--- src/rtl/cbc_pkg.sv ---
package cbc_pkg;
  localparam int ADDR_W    = 3;
  localparam logic [ADDR_W-1:0] ADDR_CTRL = 3'd0;
  localparam logic [ADDR_W-1:0] ADDR_IV   = 3'd1;
  localparam logic [ADDR_W-1:0] ADDR_DATA = 3'd2;
  localparam logic [ADDR_W-1:0] ADDR_CNT  = 3'd3;
  localparam logic [ADDR_W-1:0] ADDR_OUT  = 3'd4;

  // control word field encodings
  localparam logic [1:0] MODE_CBC = 2'b01;
  localparam logic [1:0] OP_ENC   = 2'b00;

  typedef struct packed {
    logic clrState;    // zero the chaining register
    logic xorWord;     // fold bus word into selected register word
    logic loadWord;    // replace selected register word
    logic captureOut;  // take the engine result
  } dpStrobe_t;
endpackage

--- src/rtl/cbc_dpath.sv ---
module cbc_dpath
  import cbc_pkg::*;
#(
  parameter int DATA_W = 16,
  parameter int BLK_W  = 128,
  localparam int WORDS = BLK_W / DATA_W,
  localparam int PTR_W = $clog2(WORDS)
) (
  input  logic              clk,
  input  logic              rstN,
  input  dpStrobe_t         strobe,
  input  logic [PTR_W-1:0]  inPtr,
  input  logic [PTR_W-1:0]  outPtr,
  input  logic [DATA_W-1:0] busWData,
  input  logic [BLK_W-1:0]  engDataOut,
  output logic [BLK_W-1:0]  stateBlk,
  output logic [DATA_W-1:0] busRData
);
  logic [WORDS-1:0][DATA_W-1:0] stateQ;

  for (genvar w = 0; w < WORDS; w++) begin : g_word
    logic hit;
    assign hit = (inPtr == PTR_W'(w));
    always_ff @(posedge clk or negedge rstN) begin
      if (!rstN) begin
        stateQ[w] <= '0;
      end else if (strobe.clrState) begin
        stateQ[w] <= '0;
      end else if (strobe.captureOut) begin
        stateQ[w] <= engDataOut[w*DATA_W +: DATA_W];
      end else if (strobe.xorWord && hit) begin
        stateQ[w] <= stateQ[w] ^ busWData;
      end else if (strobe.loadWord && hit) begin
        stateQ[w] <= busWData;
      end
    end
  end

  assign stateBlk = stateQ;
  assign busRData = stateQ[outPtr];
endmodule

--- src/rtl/cbc_ctrl.sv ---
module cbc_ctrl
  import cbc_pkg::*;
#(
  parameter int DATA_W = 16,
  parameter int BLK_W  = 128,
  parameter int CNT_W  = 16,
  localparam int WORDS = BLK_W / DATA_W,
  localparam int PTR_W = $clog2(WORDS)
) (
  input  logic              clk,
  input  logic              rstN,
  input  logic              busWrEn,
  input  logic              busRdEn,
  input  logic [ADDR_W-1:0] busAddr,
  input  logic [DATA_W-1:0] busWData,
  input  logic              engDone,
  output dpStrobe_t         strobe,
  output logic [PTR_W-1:0]  inPtr,
  output logic [PTR_W-1:0]  outPtr,
  output logic              engStart,
  output logic              reqRead,
  output logic              reqWrite,
  output logic              runDone
);
  localparam logic [PTR_W-1:0] LAST_WORD = PTR_W'(WORDS - 1);

  logic             chainEn;
  logic [1:0]       modeF;
  logic [1:0]       opF;
  logic             busy;
  logic             outReady;
  logic             running;
  logic             startQ;
  logic [CNT_W-1:0] blkCnt;

  logic wrCtrl, softRst, wrIv, wrData, wrCnt, rdOut, cbcSel, lastIn, lastOut;
  logic [CNT_W-1:0] cntVal;

  assign wrCtrl  = busWrEn && (busAddr == ADDR_CTRL);
  assign softRst = wrCtrl && busWData[DATA_W-1];
  assign wrIv    = busWrEn && (busAddr == ADDR_IV) && !busy;
  assign wrData  = busWrEn && (busAddr == ADDR_DATA) && !busy;
  assign wrCnt   = busWrEn && (busAddr == ADDR_CNT);
  assign rdOut   = busRdEn && (busAddr == ADDR_OUT) && outReady;
  assign cbcSel  = chainEn && (modeF == MODE_CBC) && (opF == OP_ENC);
  assign lastIn  = (inPtr == LAST_WORD);
  assign lastOut = (outPtr == LAST_WORD);
  assign cntVal  = busWData[CNT_W-1:0];

  always_comb begin
    strobe.clrState   = softRst;
    strobe.xorWord    = wrIv || (wrData && cbcSel);
    strobe.loadWord   = wrData && !cbcSel;
    strobe.captureOut = engDone && busy && !softRst;
  end

  always_ff @(posedge clk or negedge rstN) begin
    if (!rstN) begin
      chainEn  <= 1'b0;
      modeF    <= '0;
      opF      <= '0;
      inPtr    <= '0;
      outPtr   <= '0;
      busy     <= 1'b0;
      outReady <= 1'b0;
      running  <= 1'b0;
      runDone  <= 1'b0;
      blkCnt   <= '0;
      startQ   <= 1'b0;
    end else begin
      startQ <= 1'b0;
      if (wrCtrl) begin
        chainEn <= busWData[0];
        modeF   <= busWData[2:1];
        opF     <= busWData[4:3];
      end
      if (softRst) begin
        inPtr    <= '0;
        outPtr   <= '0;
        busy     <= 1'b0;
        outReady <= 1'b0;
        running  <= 1'b0;
        runDone  <= 1'b0;
        blkCnt   <= '0;
      end else begin
        if (wrIv || wrData) begin
          inPtr <= lastIn ? '0 : inPtr + 1'b1;
        end
        if (wrData && lastIn) begin
          busy   <= 1'b1;
          startQ <= 1'b1;
        end
        if (rdOut) begin
          if (lastOut) begin
            outReady <= 1'b0;
            outPtr   <= '0;
            if (running) begin
              if (blkCnt == CNT_W'(1)) begin
                running <= 1'b0;
                runDone <= 1'b1;
                blkCnt  <= '0;
              end else begin
                blkCnt <= blkCnt - 1'b1;
              end
            end
          end else begin
            outPtr <= outPtr + 1'b1;
          end
        end
        if (strobe.captureOut) begin
          busy     <= 1'b0;
          outReady <= 1'b1;
          outPtr   <= '0;
        end
        if (wrCnt) begin
          blkCnt  <= cntVal;
          running <= (cntVal != '0);
          runDone <= (cntVal == '0);
        end
      end
    end
  end

  assign engStart = startQ;
  assign reqRead  = running && outReady;
  assign reqWrite = running && !busy && !outReady && (blkCnt != '0);
endmodule

--- src/rtl/cbc_chain_ctl.sv ---
module cbc_chain_ctl
  import cbc_pkg::*;
#(
  parameter int DATA_W = 16,
  parameter int BLK_W  = 128,
  parameter int CNT_W  = 16,
  localparam int WORDS = BLK_W / DATA_W,
  localparam int PTR_W = $clog2(WORDS)
) (
  input  logic              clk,
  input  logic              rstN,
  input  logic              busWrEn,
  input  logic              busRdEn,
  input  logic [ADDR_W-1:0] busAddr,
  input  logic [DATA_W-1:0] busWData,
  output logic [DATA_W-1:0] busRData,
  output logic              engStart,
  output logic [BLK_W-1:0]  engDataIn,
  input  logic              engDone,
  input  logic [BLK_W-1:0]  engDataOut,
  output logic              reqRead,
  output logic              reqWrite,
  output logic              runDone
);
  dpStrobe_t        strobe;
  logic [PTR_W-1:0] inPtr;
  logic [PTR_W-1:0] outPtr;

  cbc_ctrl #(.DATA_W(DATA_W), .BLK_W(BLK_W), .CNT_W(CNT_W)) u_ctrl (
    .clk(clk), .rstN(rstN), .busWrEn(busWrEn), .busRdEn(busRdEn),
    .busAddr(busAddr), .busWData(busWData), .engDone(engDone),
    .strobe(strobe), .inPtr(inPtr), .outPtr(outPtr), .engStart(engStart),
    .reqRead(reqRead), .reqWrite(reqWrite), .runDone(runDone)
  );

  cbc_dpath #(.DATA_W(DATA_W), .BLK_W(BLK_W)) u_dpath (
    .clk(clk), .rstN(rstN), .strobe(strobe), .inPtr(inPtr), .outPtr(outPtr),
    .busWData(busWData), .engDataOut(engDataOut),
    .stateBlk(engDataIn), .busRData(busRData)
  );
endmodule

--- config.mk ---
export PLATFORM = sky130hd
export DESIGN_NAME = cbc_chain_ctl
export DESIGN_NICKNAME = d
export VERILOG_FILES = /design/src/rtl/cbc_pkg.sv /design/src/rtl/cbc_dpath.sv /design/src/rtl/cbc_ctrl.sv /design/src/rtl/cbc_chain_ctl.sv
export SDC_FILE = /design/constraint.sdc
export NUM_CORES = 1
export LEC_CHECK = 0
export BUFFER_PORTS_ARGS = -buffer_cell sky130_fd_sc_hd__buf_2
export CAP_MARGIN = 0
export CORE_ASPECT_RATIO = 0.75
export CORE_UTILIZATION = 35
export DETAILED_ROUTE_END_ITERATION = 12
export PLACE_DENSITY = 0.6
export SYNTH_ARGS = -nofsm -noshare
export SYNTH_HDL_FRONTEND = slang
export SYNTH_SLANG_ARGS = --single-unit
--- constraint.sdc ---
create_clock -name clk -period 4.51 [get_ports clk]
set_clock_uncertainty 0.1 [all_clocks]
set_input_delay 0.902 -clock clk [delete_from_list [all_inputs] [get_ports clk]]
set_output_delay 0.902 -clock clk [all_outputs]
set_load 0.005 [all_outputs]
-- Word-level counts from Yosys, hierarchy flattened
Index checks and enable logic that the tools add are counted.
- bits in registers: 160
- input port bits: 152
- output and inout bits: 148
- add/sub/neg operators: 3
- $lt $le $gt $ge: 1
- equal/unequal tests: 14
- muxes and demuxes: 68
- bitwise gates (word level): 8
- reductions and logical operators: 68
- operators by type and width (operator ; number):
    $mux W16 ; 39
    $xor A16 B16 Y16 ; 8
    $bmux W16 S3 ; 1
    $logic_and A1 B1 Y1 ; 36
    $reduce_bool A16 Y1 ; 2
    $reduce_bool A4 Y1 ; 8
    $mux W1 ; 21
    $mux W3 ; 7
    $reduce_bool A3 Y1 ; 7
    $eq A3 B3 Y1 const B ; 6
    $eq A16 B1 Y1 const B ; 1
    $logic_not A16 Y1 ; 1
    $sub A16 B1 Y16 const B ; 1
    $eq A3 B2 Y1 const B ; 4
    $add A3 B1 Y3 const B ; 2
    $eq A3 B1 Y1 const B ; 2
    $logic_not A3 Y1 ; 2
    $logic_not A1 Y1 ; 4
    $lt A3 B4 Y1 const B ; 1
    $reduce_and A2 Y1 ; 2
    $reduce_and A4 Y1 ; 1
    $reduce_and A3 Y1 ; 1
    $eq A2 B1 Y1 const B ; 1
    $logic_not A2 Y1 ; 1
    other kinds (2) ; 3

-- Longest topological paths before layout
- depth in word-level cells: 10
- gate-level depth with buffers: 9

-- Cells and area by module
Synthesis repeated with hierarchy kept, for this count alone.
- cell total of the unflattened synthesis: 1123
- area, all modules: 10483.8 um^2
- modules (own cells, without submodules) (module ; times used ; cells each ; area each (um^2)):
    cbc_dpath ; 1 ; 910 ; 8529.4
    cbc_ctrl ; 1 ; 213 ; 1954.4

-- Least setup slack after synthesis
Ideal clock, no wire load.
- path kind: register -> output
- start point: register u_ctrl.outPtr[0]
- end point: output busRData[0]
- arrival time: 1769 ps
- data required time: 3508 ps
- slack: 1739 ps
- stages on the path, launching flop included: 5
- cell sequence: dfrtp_1 > clkbuf_1 > buf_2 > mux4_2 > mux2_2
- longest elaborated chain between the ends: 2
- RTL lines (what ; RTL line ; RTL):
    start, declared ; cbc_ctrl.sv:19 ; output logic [PTR_W-1:0] outPtr,
    start signal, assigned ; cbc_ctrl.sv:107 ; outPtr <= outPtr + 1'b1;
    $bmux W16 S3 ; cbc_dpath.sv:40 ; assign busRData = stateQ[outPtr];
    $mux W16 (implied by the code) ; cbc_dpath.sv:40 ;
    end, declared ; cbc_chain_ctl.sv:16 ; output logic [DATA_W-1:0] busRData,
No other way between the ends. The select of a mux whose other input is x is not followed.

-- Worst setup path in the final report
- start point: register u_ctrl.outPtr[0]
- end point: output busRData[8]
Same word-level chain as after synthesis.

==> results.md <==
* Asr flop ratio synth at between 90% and 100%
* # nets final at 1573
* Setup bufs post-CTS at 0
* Die X at ~200 µm
* Required @ worst endpoint at 3.51 ns
* Area contributors post-synth: dfrtp_1 (37%), mux2i_1 (7.7%), mux4_2 (6.6%), a21oi_1 (5.5%), nand2_1 (4.5%)
* Core ar. at between 30000 and 40000 µm²
* Critical path launch point type: flip-flop
* Multi-input gate area at ~6400 µm²
* Synth Instances at about 1200
* Critical path class: flip-flop to output port
* Hold path depth at 2
* Uppermost layer routed: met5
* Worst-path maximum fanout at 20
* Boundary pin count at 300
* Clock Latency Late Sink at around 0.44 ns
* Critical path cell sequence: buf_12 > mux4_2 > mux2_2 > buf_2
* Syn_nets at 1338
* Vias at approximately 11000
* Final setup violating endpoints at 0
* Max Clk Rate at between 200 and 300 MHz
* Critical R2R Launch: u_ctrl.outPtr[1]
* EDFF count, synth at 0
* Synth warnings at 0
* CP peak stage delay at just under 0.8 ns
* Outcome: completed
* CTS tree: done
* Reg2reg setup slack at about 1.6 ns
* First-pass GRT wire length at approximately 70 mm
* Post-DRT Antenna Nets at 0
* Max-slew headroom at roughly 10%
* Top post-synthesis cells by count: dfrtp_1 (160), nand2_1 (130), a21oi_1 (119)
* Sink Count at 160
* RR Endpoint: u_ctrl.blkCnt[12]
* HPWL Detailed at approximately 34 mm
* Minimum clock period at between 3 and 4 ns
* Ys flop type: dfrtp_1
* Area grow syn2layout at 22.3%
* Leakage at 0.00642 µW
* Die area at 31900 µm²
* Total CTS buffers at 17
* Register area at about 4000 µm²
* GRT Overall Usage at between 30 and 40%
* # resized after CTS at 0
* M1 WL at 20.3 mm
* CTS H-tree depth at 4
* Setup TNS at 0 ns
* Slowest cell on crit path: dfrtp_2
* Met2 WL at around 21 mm
* Average wire per cell in the routed design at about 26 µm
* Synth cell types at 60
* Max-cap violation count at 0
* Layout cells sized above 1 at 31.9%
* Worst Hold Class: flip-flop to flip-flop
* Initial antenna violation count at 3
* Length in cells of the worst reg-to-reg path at 6
* CP endpoint kind: output port
* Max IR drop VDD at about 220 µV
* Residual DRC count at 0
* Cell with the most instances after synthesis: dfrtp_1
* Hold buffers post-CTS at 0
* Power per Cell Area at 445 nW/µm²
* RSZ-0062 raised after global routing: false
* Final period util at 80.1%
* Wire length on met3 at between 5 and 6 mm
* Util after Layout at between 40% and 50%
* Synth Area per Inst at roughly 9.3 µm²
* Starting Density at roughly 36%
* Row cnt at between 50 and 60
* Routed WL at approximately 48 mm
* Worst Hold Path EP: u_ctrl.modeF[1]
* Mapped cell area at between 10000 and 15000 µm²
* Vias in the first global route at between 10000 and 15000
* Initial DRC count at 1243
* Layout Cell Area excl Fill at roughly 13000 µm²
* RePlAce Congestion at 0.893
* # port buffers at between 200 and 300
* Seq cells post-synth at 160
* Slew Limit Fails at 0
* Pin count of the biggest net entering global routing at about 140
* GRT overflow at 0
* Vias per cell at just over 6
* CTS max path bufs at 2
* Root Buffer: clkbuf_16
* Fillers at between 2000 and 3000
* Cell taking the most area after synthesis: dfrtp_1
* Detailed Routing Iterations Pass 1 at 6
* Sequential area share after synthesis at 36.7%
* Fin. Hold Viols at 0
* Hold_sp: u_ctrl.modeF[1]
* Tightest Pin Transition at 1.34 ns
* Placement Cell Area at 12700 µm²
* Chip Height at around 150 µm
* CP arrival at about 2.6 ns
* Reg clk slew, reported paths at 0.07 ns
* Synth top area share at between 30% and 40%
[worst max-delay path by stage]
stage	from	endpoint	slack, ns	cells after the start
detailed placement	busAddr[1]	u_dpath.stateBlk[23]	1.12	6
floorplan	u_ctrl.outPtr[0]	busRData[0]	1.74	4
global placement	busAddr[1]	u_dpath.stateBlk[25]	1.14	6
global route	u_ctrl.outPtr[0]	busRData[8]	0.80	4
CTS	u_ctrl.outPtr[0]	busRData[8]	0.86	4
finish	u_ctrl.outPtr[0]	busRData[8]	0.90	4
[where the power goes]
part	leakage [µW]	total, µW	internal (µW)	switching, µW
sequential	0.00213	2490	1850	635
combinational	0.00400	1860	931	934
clock	0.000296	1580	925	656
total	0.00642	5930	3710	2220
[sequential cells by signal, indices dropped and copies added (netlist names), 2 cells and up]
register          cells
u_ctrl.blkCnt        16
u_dpath.stateBlk    128
u_ctrl.opF            2
u_ctrl.outPtr         3
u_ctrl.modeF          2
u_ctrl.inPtr          3
[routing by layer]
metal	global-route usage [%]	vias up
met3	7.73	73
met4	10.6	2
met2	44.3	722
met5	0	-
li1	-	4880
met1	42.3	5545
[worst max-delay path: cells and delay by family, from the launching register on]
family	cells	cell delay, ns
buffers and inverters	2	0.45
multiplexers	2	0.94
flip-flops	1	0.77
[cell usage in the layout (no fill, tap or decap), types with 5 or more instances in the layout]
cell type / n
nor4_1: 8
nor3_2: 7
a22oi_1: 36
ha_1: 11
nand2_1: 130
a21oi_1: 117
buf_4: 27
nor2_1: 71
o31ai_1: 51
o21ai_0: 8
a31o_2: 12
nand4_1: 16
o211ai_1: 6
nor4_4: 5
mux2_2: 16
mux2i_1: 84
dfrtp_1: 158
a22o_1: 48
inv_1: 9
nand2b_1: 18
o22ai_1: 33
clkbuf_16: 17
nand3_1: 93
buf_2: 298
nor3_1: 6
xor2_1: 31
mux4_2: 32
[cell type report]
class,count,area share (%)
clock buffers,17,3.19
inverters,10,0.281
repair buffers,330,13.4
flip-flops and latches,160,30.0
multi-input cells,891,47.9
well taps,399,3.74
diodes,2,0.0375
clock inverters,13,1.42
[cells by family (layout without fill, tap and decap cells)]
family / count (synthesis) / count (layout) / share of synthesized area, %
buffers and inverters: 124 / 370 / 5.29
other: 0 / 2 / 0
DFF: 160 / 160 / 36.7
xor gates and xnor gates: 36 / 36 / 3.06
muxes: 132 / 132 / 16.0
AOI/OAI and AO/OA: 331 / 331 / 20.5
and+or+nand+nor: 381 / 381 / 17.2
adders and majority gates: 11 / 11 / 1.26
[per-stage QoR]
stage                     hold slack [ns]  cells  total power [µW]  worst slack, ns
after floorplan                     0.338   1175              3240             1.74
after global placement              0.356   1790              4320             1.14
after detailed placement            0.357   1790              4360             1.12
after CTS                           0.374   1820              5930            0.865
after global routing                0.396   1820              6230            0.798
final                               0.373   1822              5930            0.896
Note: power is estimated with default switching activity, not from simulation.
